### config.mk
export PLATFORM = sky130hd
export DESIGN_NAME = eep_blk_xfer
export DESIGN_NICKNAME = d
export VERILOG_FILES = /design/src/rtl/eep_pkg.sv /design/src/rtl/eep_limit_ctr.sv /design/src/rtl/eep_len_track.sv /design/src/rtl/eep_blk_xfer.sv
export SDC_FILE = /design/constraint.sdc
export NUM_CORES = 1
export LEC_CHECK = 0
export ABC_AREA = 1
export BUFFER_PORTS_ARGS = -buffer_cell sky130_fd_sc_hd__buf_4
export CAP_MARGIN = 20
export CORE_ASPECT_RATIO = 1.4
export CORE_UTILIZATION = 50
export CTS_CLUSTER_DIAMETER = 200
export DETAILED_ROUTE_END_ITERATION = 8
export PLACE_DENSITY = 0.73
export RECOVER_POWER = 25
export SKIP_LAST_GASP = 1
export SLEW_MARGIN = 20
export SYNTH_ARGS = -nofsm -noshare
export SYNTH_HDL_FRONTEND = slang
export SYNTH_SLANG_ARGS = --single-unit
### constraint.sdc
create_clock -name clk -period 2.5 [get_ports clk]
set_clock_uncertainty 0.05 [all_clocks]
set_input_delay 0.625 -clock clk [delete_from_list [all_inputs] [get_ports clk]]
set_output_delay 0.625 -clock clk [all_outputs]
set_load 0.1 [all_outputs]
### src/rtl/eep_pkg.sv
package eep_pkg;

  typedef enum logic [1:0] {
    BE_NONE  = 2'b00,
    BE_WRITE = 2'b01,
    BE_READ  = 2'b10,
    BE_STOP  = 2'b11
  } be_op_e;

  typedef enum logic [3:0] {
    S_IDLE,
    S_RD_DEVW,
    S_RD_OFF,
    S_RD_GAP,
    S_RD_DEVR,
    S_RD_DATA,
    S_WR_DEVW,
    S_WR_OFF,
    S_WR_DATA,
    S_WR_STOP,
    S_WR_POLL,
    S_WR_PSTOP,
    S_WR_DISC,
    S_STOPFAIL,
    S_FAIL,
    S_PASS
  } xfer_state_e;

endpackage

### src/rtl/eep_limit_ctr.sv
// Counts events up to LIMIT; last flags the final permitted count.
module eep_limit_ctr #(
  parameter int LIMIT = 100
) (
  input  logic clk,
  input  logic rst,
  input  logic clr,
  input  logic inc,
  output logic last
);
  localparam int W = (LIMIT > 1) ? $clog2(LIMIT) : 1;

  logic [W-1:0] count;

  always_ff @(posedge clk) begin
    if (rst || clr) count <= '0;
    else if (inc)   count <= count + 1'b1;
  end

  assign last = (count == W'(LIMIT - 1));

  // the sequencer never counts past the limit
  assert_no_overrun_R10: assert property (@(posedge clk) disable iff (rst)
    inc |-> !last)
    else $error("limit counter stepped beyond its final count");
endmodule

### src/rtl/eep_len_track.sv
// Remaining byte count, running offset and bytes placed in the current chunk.
module eep_len_track #(
  parameter int LEN_W     = 8,
  parameter int CHUNK_MAX = 4
) (
  input  logic             clk,
  input  logic             rst,
  input  logic             load,
  input  logic [LEN_W-1:0] len_in,
  input  logic [7:0]       off_in,
  input  logic             step,
  input  logic             chunk_clr,
  output logic [LEN_W-1:0] rem,
  output logic [7:0]       off,
  output logic             rem_one,
  output logic             chunk_end
);
  localparam int CW = (CHUNK_MAX > 1) ? $clog2(CHUNK_MAX) : 1;

  logic [CW-1:0] chunk_cnt;

  always_ff @(posedge clk) begin
    if (rst) begin
      rem       <= '0;
      off       <= '0;
      chunk_cnt <= '0;
    end else if (load) begin
      rem       <= len_in;
      off       <= off_in;
      chunk_cnt <= '0;
    end else begin
      if (step) begin
        rem <= rem - 1'b1;
        off <= off + 8'd1;
      end
      if (chunk_clr)  chunk_cnt <= '0;
      else if (step)  chunk_cnt <= chunk_cnt + 1'b1;
    end
  end

  assign rem_one   = (rem == LEN_W'(1));
  assign chunk_end = rem_one || (chunk_cnt == CW'(CHUNK_MAX - 1));

  // no byte is moved once the block length is used up
  assert_no_overstep_R8: assert property (@(posedge clk) disable iff (rst)
    step |-> (rem != '0))
    else $error("byte step with no bytes remaining");
endmodule

### src/rtl/eep_blk_xfer.sv
module eep_blk_xfer
  import eep_pkg::*;
#(
  parameter int LEN_W      = 8,
  parameter int CHUNK_MAX  = 4,
  parameter int POLL_MAX   = 100,
  parameter int GAP_CYCLES = 3000
) (
  input  logic             clk,
  input  logic             rst,
  input  logic             req_go,
  input  logic             req_read,
  input  logic             req_legacy,
  input  logic [6:0]       req_dev,
  input  logic [7:0]       req_offset,
  input  logic [LEN_W-1:0] req_len,
  input  logic [7:0]       wr_data,
  output logic             wd_pop,
  output logic [7:0]       rd_data,
  output logic             rd_valid,
  output logic             busy,
  output logic             done,
  output logic             fail,
  output logic             be_go,
  output logic [1:0]       be_op,
  output logic             be_start,
  output logic             be_last,
  output logic [7:0]       be_wbyte,
  input  logic             be_done,
  input  logic             be_nak,
  input  logic [7:0]       be_rbyte
);

  xfer_state_e      state;
  logic             sent;
  logic             read_q, legacy_q;
  logic [6:0]       dev_q;
  be_op_e           op_q;

  logic [LEN_W-1:0] rem;
  logic [7:0]       off;
  logic             rem_one, chunk_end;
  logic             gap_last, poll_last;

  be_op_e           cmd_op;
  logic             cmd_start, cmd_last;
  logic [7:0]       cmd_byte;

  logic             fin;
  logic             trk_load, trk_step, trk_chunk_clr;
  logic             gap_clr, gap_inc, poll_clr, poll_inc;

  assign fin = sent && be_done;

  // Command each state puts on the byte engine.
  always_comb begin
    cmd_op    = BE_NONE;
    cmd_start = 1'b0;
    cmd_last  = 1'b0;
    cmd_byte  = 8'h00;
    case (state)
      S_RD_DEVW, S_WR_DEVW: begin
        cmd_op    = BE_WRITE;
        cmd_start = 1'b1;
        cmd_byte  = legacy_q ? {off[6:0], 1'b0} : {dev_q, 1'b0};
      end
      S_RD_OFF, S_WR_OFF: begin
        cmd_op   = BE_WRITE;
        cmd_byte = off;
      end
      S_RD_DEVR: begin
        cmd_op    = BE_WRITE;
        cmd_start = 1'b1;
        cmd_byte  = legacy_q ? {off[6:0], 1'b1} : {dev_q, 1'b1};
      end
      S_WR_POLL: begin
        cmd_op    = BE_WRITE;
        cmd_start = 1'b1;
        cmd_byte  = {dev_q, 1'b1};
      end
      S_WR_DATA: begin
        cmd_op   = BE_WRITE;
        cmd_byte = wr_data;
      end
      S_RD_DATA: begin
        cmd_op   = BE_READ;
        cmd_last = rem_one;
      end
      S_WR_DISC: begin
        cmd_op   = BE_READ;
        cmd_last = 1'b1;
      end
      S_WR_STOP, S_WR_PSTOP, S_STOPFAIL: cmd_op = BE_STOP;
      default: ;
    endcase
  end

  assign trk_load      = (state == S_IDLE) && req_go;
  assign trk_step      = fin && ((state == S_RD_DATA) ||
                                 ((state == S_WR_DATA) && !be_nak));
  assign trk_chunk_clr = (state == S_WR_DEVW);
  assign gap_clr       = (state != S_RD_GAP);
  assign gap_inc       = (state == S_RD_GAP) && !gap_last;
  assign poll_clr      = (state == S_WR_STOP);
  assign poll_inc      = (state == S_WR_POLL) && fin && be_nak && !poll_last;

  eep_len_track #(.LEN_W(LEN_W), .CHUNK_MAX(CHUNK_MAX)) u_track (
    .clk(clk), .rst(rst), .load(trk_load), .len_in(req_len), .off_in(req_offset),
    .step(trk_step), .chunk_clr(trk_chunk_clr), .rem(rem), .off(off),
    .rem_one(rem_one), .chunk_end(chunk_end)
  );

  eep_limit_ctr #(.LIMIT(GAP_CYCLES)) u_gap (
    .clk(clk), .rst(rst), .clr(gap_clr), .inc(gap_inc), .last(gap_last)
  );

  eep_limit_ctr #(.LIMIT(POLL_MAX)) u_poll (
    .clk(clk), .rst(rst), .clr(poll_clr), .inc(poll_inc), .last(poll_last)
  );

  always_ff @(posedge clk) begin
    if (rst) begin
      state    <= S_IDLE;
      sent     <= 1'b0;
      read_q   <= 1'b0;
      legacy_q <= 1'b0;
      dev_q    <= '0;
      op_q     <= BE_NONE;
      be_go    <= 1'b0;
      be_start <= 1'b0;
      be_last  <= 1'b0;
      be_wbyte <= '0;
      wd_pop   <= 1'b0;
      rd_data  <= '0;
      rd_valid <= 1'b0;
      busy     <= 1'b0;
      done     <= 1'b0;
      fail     <= 1'b0;
    end else begin
      be_go    <= 1'b0;
      wd_pop   <= 1'b0;
      rd_valid <= 1'b0;
      done     <= 1'b0;

      if (cmd_op != BE_NONE && !sent) begin
        be_go    <= 1'b1;
        sent     <= 1'b1;
        op_q     <= cmd_op;
        be_start <= cmd_start;
        be_last  <= cmd_last;
        be_wbyte <= cmd_byte;
        wd_pop   <= (state == S_WR_DATA);
      end else if (fin) begin
        sent <= 1'b0;
      end

      case (state)
        S_IDLE: if (req_go) begin
          read_q   <= req_read;
          legacy_q <= req_legacy;
          dev_q    <= req_dev;
          fail     <= 1'b0;
          busy     <= 1'b1;
          if (req_len == '0)   state <= S_PASS;
          else if (!req_read)  state <= S_WR_DEVW;
          else if (req_legacy) state <= S_RD_DEVR;
          else                 state <= S_RD_DEVW;
        end
        S_RD_DEVW: if (fin) state <= be_nak ? S_STOPFAIL : S_RD_OFF;
        S_RD_OFF:  if (fin) state <= be_nak ? S_FAIL : S_RD_GAP;
        S_RD_GAP:  if (gap_last) state <= S_RD_DEVR;
        S_RD_DEVR: if (fin) state <= be_nak ? S_STOPFAIL : S_RD_DATA;
        S_RD_DATA: if (fin) begin
          rd_valid <= 1'b1;
          rd_data  <= be_rbyte;
          if (rem_one) state <= S_PASS;
        end
        S_WR_DEVW: if (fin) begin
          if (be_nak)        state <= S_STOPFAIL;
          else if (legacy_q) state <= S_WR_DATA;
          else               state <= S_WR_OFF;
        end
        S_WR_OFF:  if (fin) state <= be_nak ? S_STOPFAIL : S_WR_DATA;
        S_WR_DATA: if (fin) begin
          if (be_nak)         state <= S_STOPFAIL;
          else if (chunk_end) state <= S_WR_STOP;
        end
        S_WR_STOP:  if (fin) state <= S_WR_POLL;
        S_WR_POLL:  if (fin) begin
          if (!be_nak)        state <= S_WR_DISC;
          else if (poll_last) state <= S_STOPFAIL;
          else                state <= S_WR_PSTOP;
        end
        S_WR_PSTOP: if (fin) state <= S_WR_POLL;
        S_WR_DISC:  if (fin) state <= (rem == '0) ? S_PASS : S_WR_DEVW;
        S_STOPFAIL: if (fin) state <= S_FAIL;
        S_FAIL: begin
          done  <= 1'b1;
          fail  <= 1'b1;
          busy  <= 1'b0;
          state <= S_IDLE;
        end
        S_PASS: begin
          done  <= 1'b1;
          fail  <= 1'b0;
          busy  <= 1'b0;
          state <= S_IDLE;
        end
        default: state <= S_IDLE;
      endcase
    end
  end

  assign be_op = op_q;

  // a command strobe never lasts two cycles
  assert_go_pulse_R2: assert property (@(posedge clk) disable iff (rst)
    be_go |=> !be_go)
    else $error("byte engine strobe held");

  // repeated START of a read only after the full bus-free gap
  assert_gap_done_R3: assert property (@(posedge clk) disable iff (rst)
    (state == S_RD_DEVR && $past(state) == S_RD_GAP) |-> $past(gap_last))
    else $error("read address issued before gap elapsed");

  // received bytes surface only for read requests
  assert_rdv_read_only_R11: assert property (@(posedge clk) disable iff (rst)
    rd_valid |-> read_q)
    else $error("read data presented during a write");

  // completion pulse with the controller idle
  assert_done_idle_R14: assert property (@(posedge clk) disable iff (rst)
    done |-> (!busy && state == S_IDLE))
    else $error("done while still busy");

  // a failure flag only rises at completion
  assert_fail_at_done_R14: assert property (@(posedge clk) disable iff (rst)
    $rose(fail) |-> done)
    else $error("fail rose without done");

endmodule

==> reports/qor.yml <==
status:
  outcome: "finished, final reports clean"
logic_synthesis:
  syn-instance-count: 635
  post_synth.cell_area_avg_um2: 6.61
  post-synth-top-area-cell: "dfxtp_1"
  yosysTopAreaCellShare_pct: 36.2
  synth_ff_type: "dfxtp_1"
  syn-num-nets: 688
  synth.cells.most_frequent: "nand2_1, dfxtp_1, nor2_1"
  cell_area_after_synthesis_mm2: 0.00420
  synth_seq_cells: 76
  ys_top_cells_by_area: "dfxtp_1, nand2_1, a21oi_1"
  synth.distinct_cells: 34
  synth_edf_count: 0
  synthArstFlopShare_pct: 0
  ys.warnings.count: 0
  synth-seq-area-share_pct: 36.2
  synth_most_common_cell: "nand2_1"
critical_path:
  worst-setup-path-type: "flop to primary output"
  critical-path-slowest-cell: "buf_1"
  r2r_slack_ns: 0.37
  cp_launch_type: "flop"
  critPathRequiredTime_ns: 1.82
  timing.critical_path.max_delay_family: "buffers and inverters"
  cp_max_fo: 2
  critPathCaptureType: "primary output"
  worstPathArrival_ns: 1.52
  critical_path.cell_chain: "buf_1"
  timing.critical_path.slowest_cell_delay_ns: 0.86
  worstPathBufferInverterCount: 1
cts:
  cts_sinks: 76
  numCtsBuffers: 9
  postCtsSetupBuffers: 0
  clk-insertion-delay-late_ns: 0.34
  hold_buf_cts: 0
  tritoncts_clock_tree: "yes"
  cts.clk_slew.worst_paths_ns: 0.06
  post_cts_resized: 0
  cts_root_buf: "clkbuf_16"
  cts_max_level: 3
  cts-root-to-sink-buffers: 2
job:
  drv_cap: 0
timing:
  timing.final.crit_share_pct: 87.8
  setup_repair_after_global_routing_missed_its_margin: "false"
  report.final.slew_viol_count: 0
  relSlewSlack_pct: 22.0
  timing_hold_violations_final: 0
  setup_total_negative_slack_ns: 0
  finalCriticalPeriod_ns: 2.20
  maxClockFrequency_ghz: 0.455
  final.hold.worst_slack_ns: 0.392
  setup_viol_count_final: 0
  timing_worst_slew_pin_value_ns: 1.18
grt:
  total_gr_overflow: 0
  grt_start_max_net_pins: 22
  grt_pass1_wl_um: 17900
  first_global_vias: 3921
  globalRouteTotalUtil_pct: 26.1
  initial_antenna_violation_count: 0
cells_and_area:
  final_cell_count_no_fill: 811
  layout.core_utilization_pct: 61.6
  layout_cell_share_with_drive_strength_beyond_1_pct: 17.1
  layout.nets: 757
  fillerInstances: 773
  antennaDiodeCount: 0
  area_delta_synth_final_pct: 19.6
min_path:
  min_path_type: "flop to flop"
drt:
  total_via_count_after_detailed_routing: 4244
  route.detailed.vias_per_inst: 5.23
  ant_nets: 0
  drtPass1Iterations: 6
  wl_final_um: 11000
  number_of_design_rule_violations_left_by_the_first_detailed_router_iteration: 218
  drc_viols: 0
  post_drt_wl_per_cell_um: 13.6
die:
  top_level_ports: 72
  num_rows: 39
  floorplan.die.width_um: 79.4
  die_area_mm2: 0.00877
  core_mm2: 0.00815
  start_util_pct: 51.5
  die_h_um: 110
pwr:
  power.static_leakage_nw: 2.18
  worst_ir_drop_vdd_mv: 0.521
  powerDensity_mw_per_mm2: 1040
placement:
  hpwl_um: 8410
  dp_cells: 795
  portBuffers: 71
  place_congestion: 0.950
[cells in the final DEF, fill, tap and decap left out, types with 9 or more instances in the layout]
cell type  instances
a21oi_1           61
buf_4             51
clkbuf_16          9
clkbuf_2          16
dfxtp_1           76
inv_1             67
inv_2             10
nand2_1          150
nand2_2            9
nand3_1           38
nor2_1            70
o21ai_0           61
xor2_1            14
[layer usage]
metal  global-route usage (%)  routed length, um  share of wire, %
met3                     4.71                452               4.1
met4                     13.3                366               3.3
met2                     43.7               5480                50
met5                        0                  0                 0
met1                     31.2               4700                43
[cells by family (layout without fill, tap and decap cells)]
| family | after synthesis | count (layout) | share of synthesized area (%) |
|---|---|---|---|
| buf+inv | 95 | 169 | 9.39 |
| fa+ha+maj | 7 | 7 | 2.09 |
| simple gates | 304 | 304 | 32.0 |
| xor+xnor | 16 | 16 | 3.34 |
| compound gates | 137 | 137 | 17.0 |
| flops | 76 | 76 | 36.2 |
[per-stage QoR]
stage | worst slack [ns] | power (mW) | cell area [um^2]
2_1_floorplan | 0.900 | 3.44 | 4200
3_3_place_gp | 0.525 | 3.94 | 4780
3_5_place_dp | 0.544 | 3.94 | 4780
4_1_cts | 0.560 | 5.26 | 5090
5_1_grt | 0.165 | 5.56 | 5020
6_report | 0.304 | 5.20 | 5020
[registers in the layout (all words and copies together), names as in the netlist, 4 cells and up]
register,count
u_track.rem,8
rd_data,8
be_wbyte,8
u_poll.count,7
u_track.off,8
state,4
dev_q,7
u_gap.count,12
[worst paths after layout]
check                                        startpoint                      end  cells after the start
worst max-delay path            rd_data[7]$_SDFFE_PP0P_               rd_data[7]                      1
worst min-delay path            rd_data[0]$_SDFFE_PP0P_  rd_data[0]$_SDFFE_PP0P_                      2
worst max register to register    state[0]$_SDFFE_PP0P_    dev_q[5]$_SDFFE_PP0P_                      7
worst min register to register  rd_data[0]$_SDFFE_PP0P_  rd_data[0]$_SDFFE_PP0P_                      2
[area by class of cell]
class / instances / area (um^2) / share of cell area, %
inverter: 79 / 298 / 5.93
clock buffer: 9 / 225 / 4.49
multi-input combinational: 464 / 2280 / 45.5
clock inverter: 7 / 76.3 / 1.52
tap: 102 / 128 / 2.54
sequential: 76 / 1520 / 30.3
timing repair buffer: 74 / 489 / 9.75
[power by group]
group | internal [mW] | switching [mW]
combinational | 0.615 | 1.69
sequential | 1.41 | 0.186
clock | 0.779 | 0.522
[worst min-delay path, delay by kind of cell (launching register included)]
kind	cells	cell delay [ns]
buffers and inverters	1	0.05
DFF	1	0.31
AOI/OAI and AO/OA	1	0.05
Note: power is estimated with default switching activity, not from simulation.
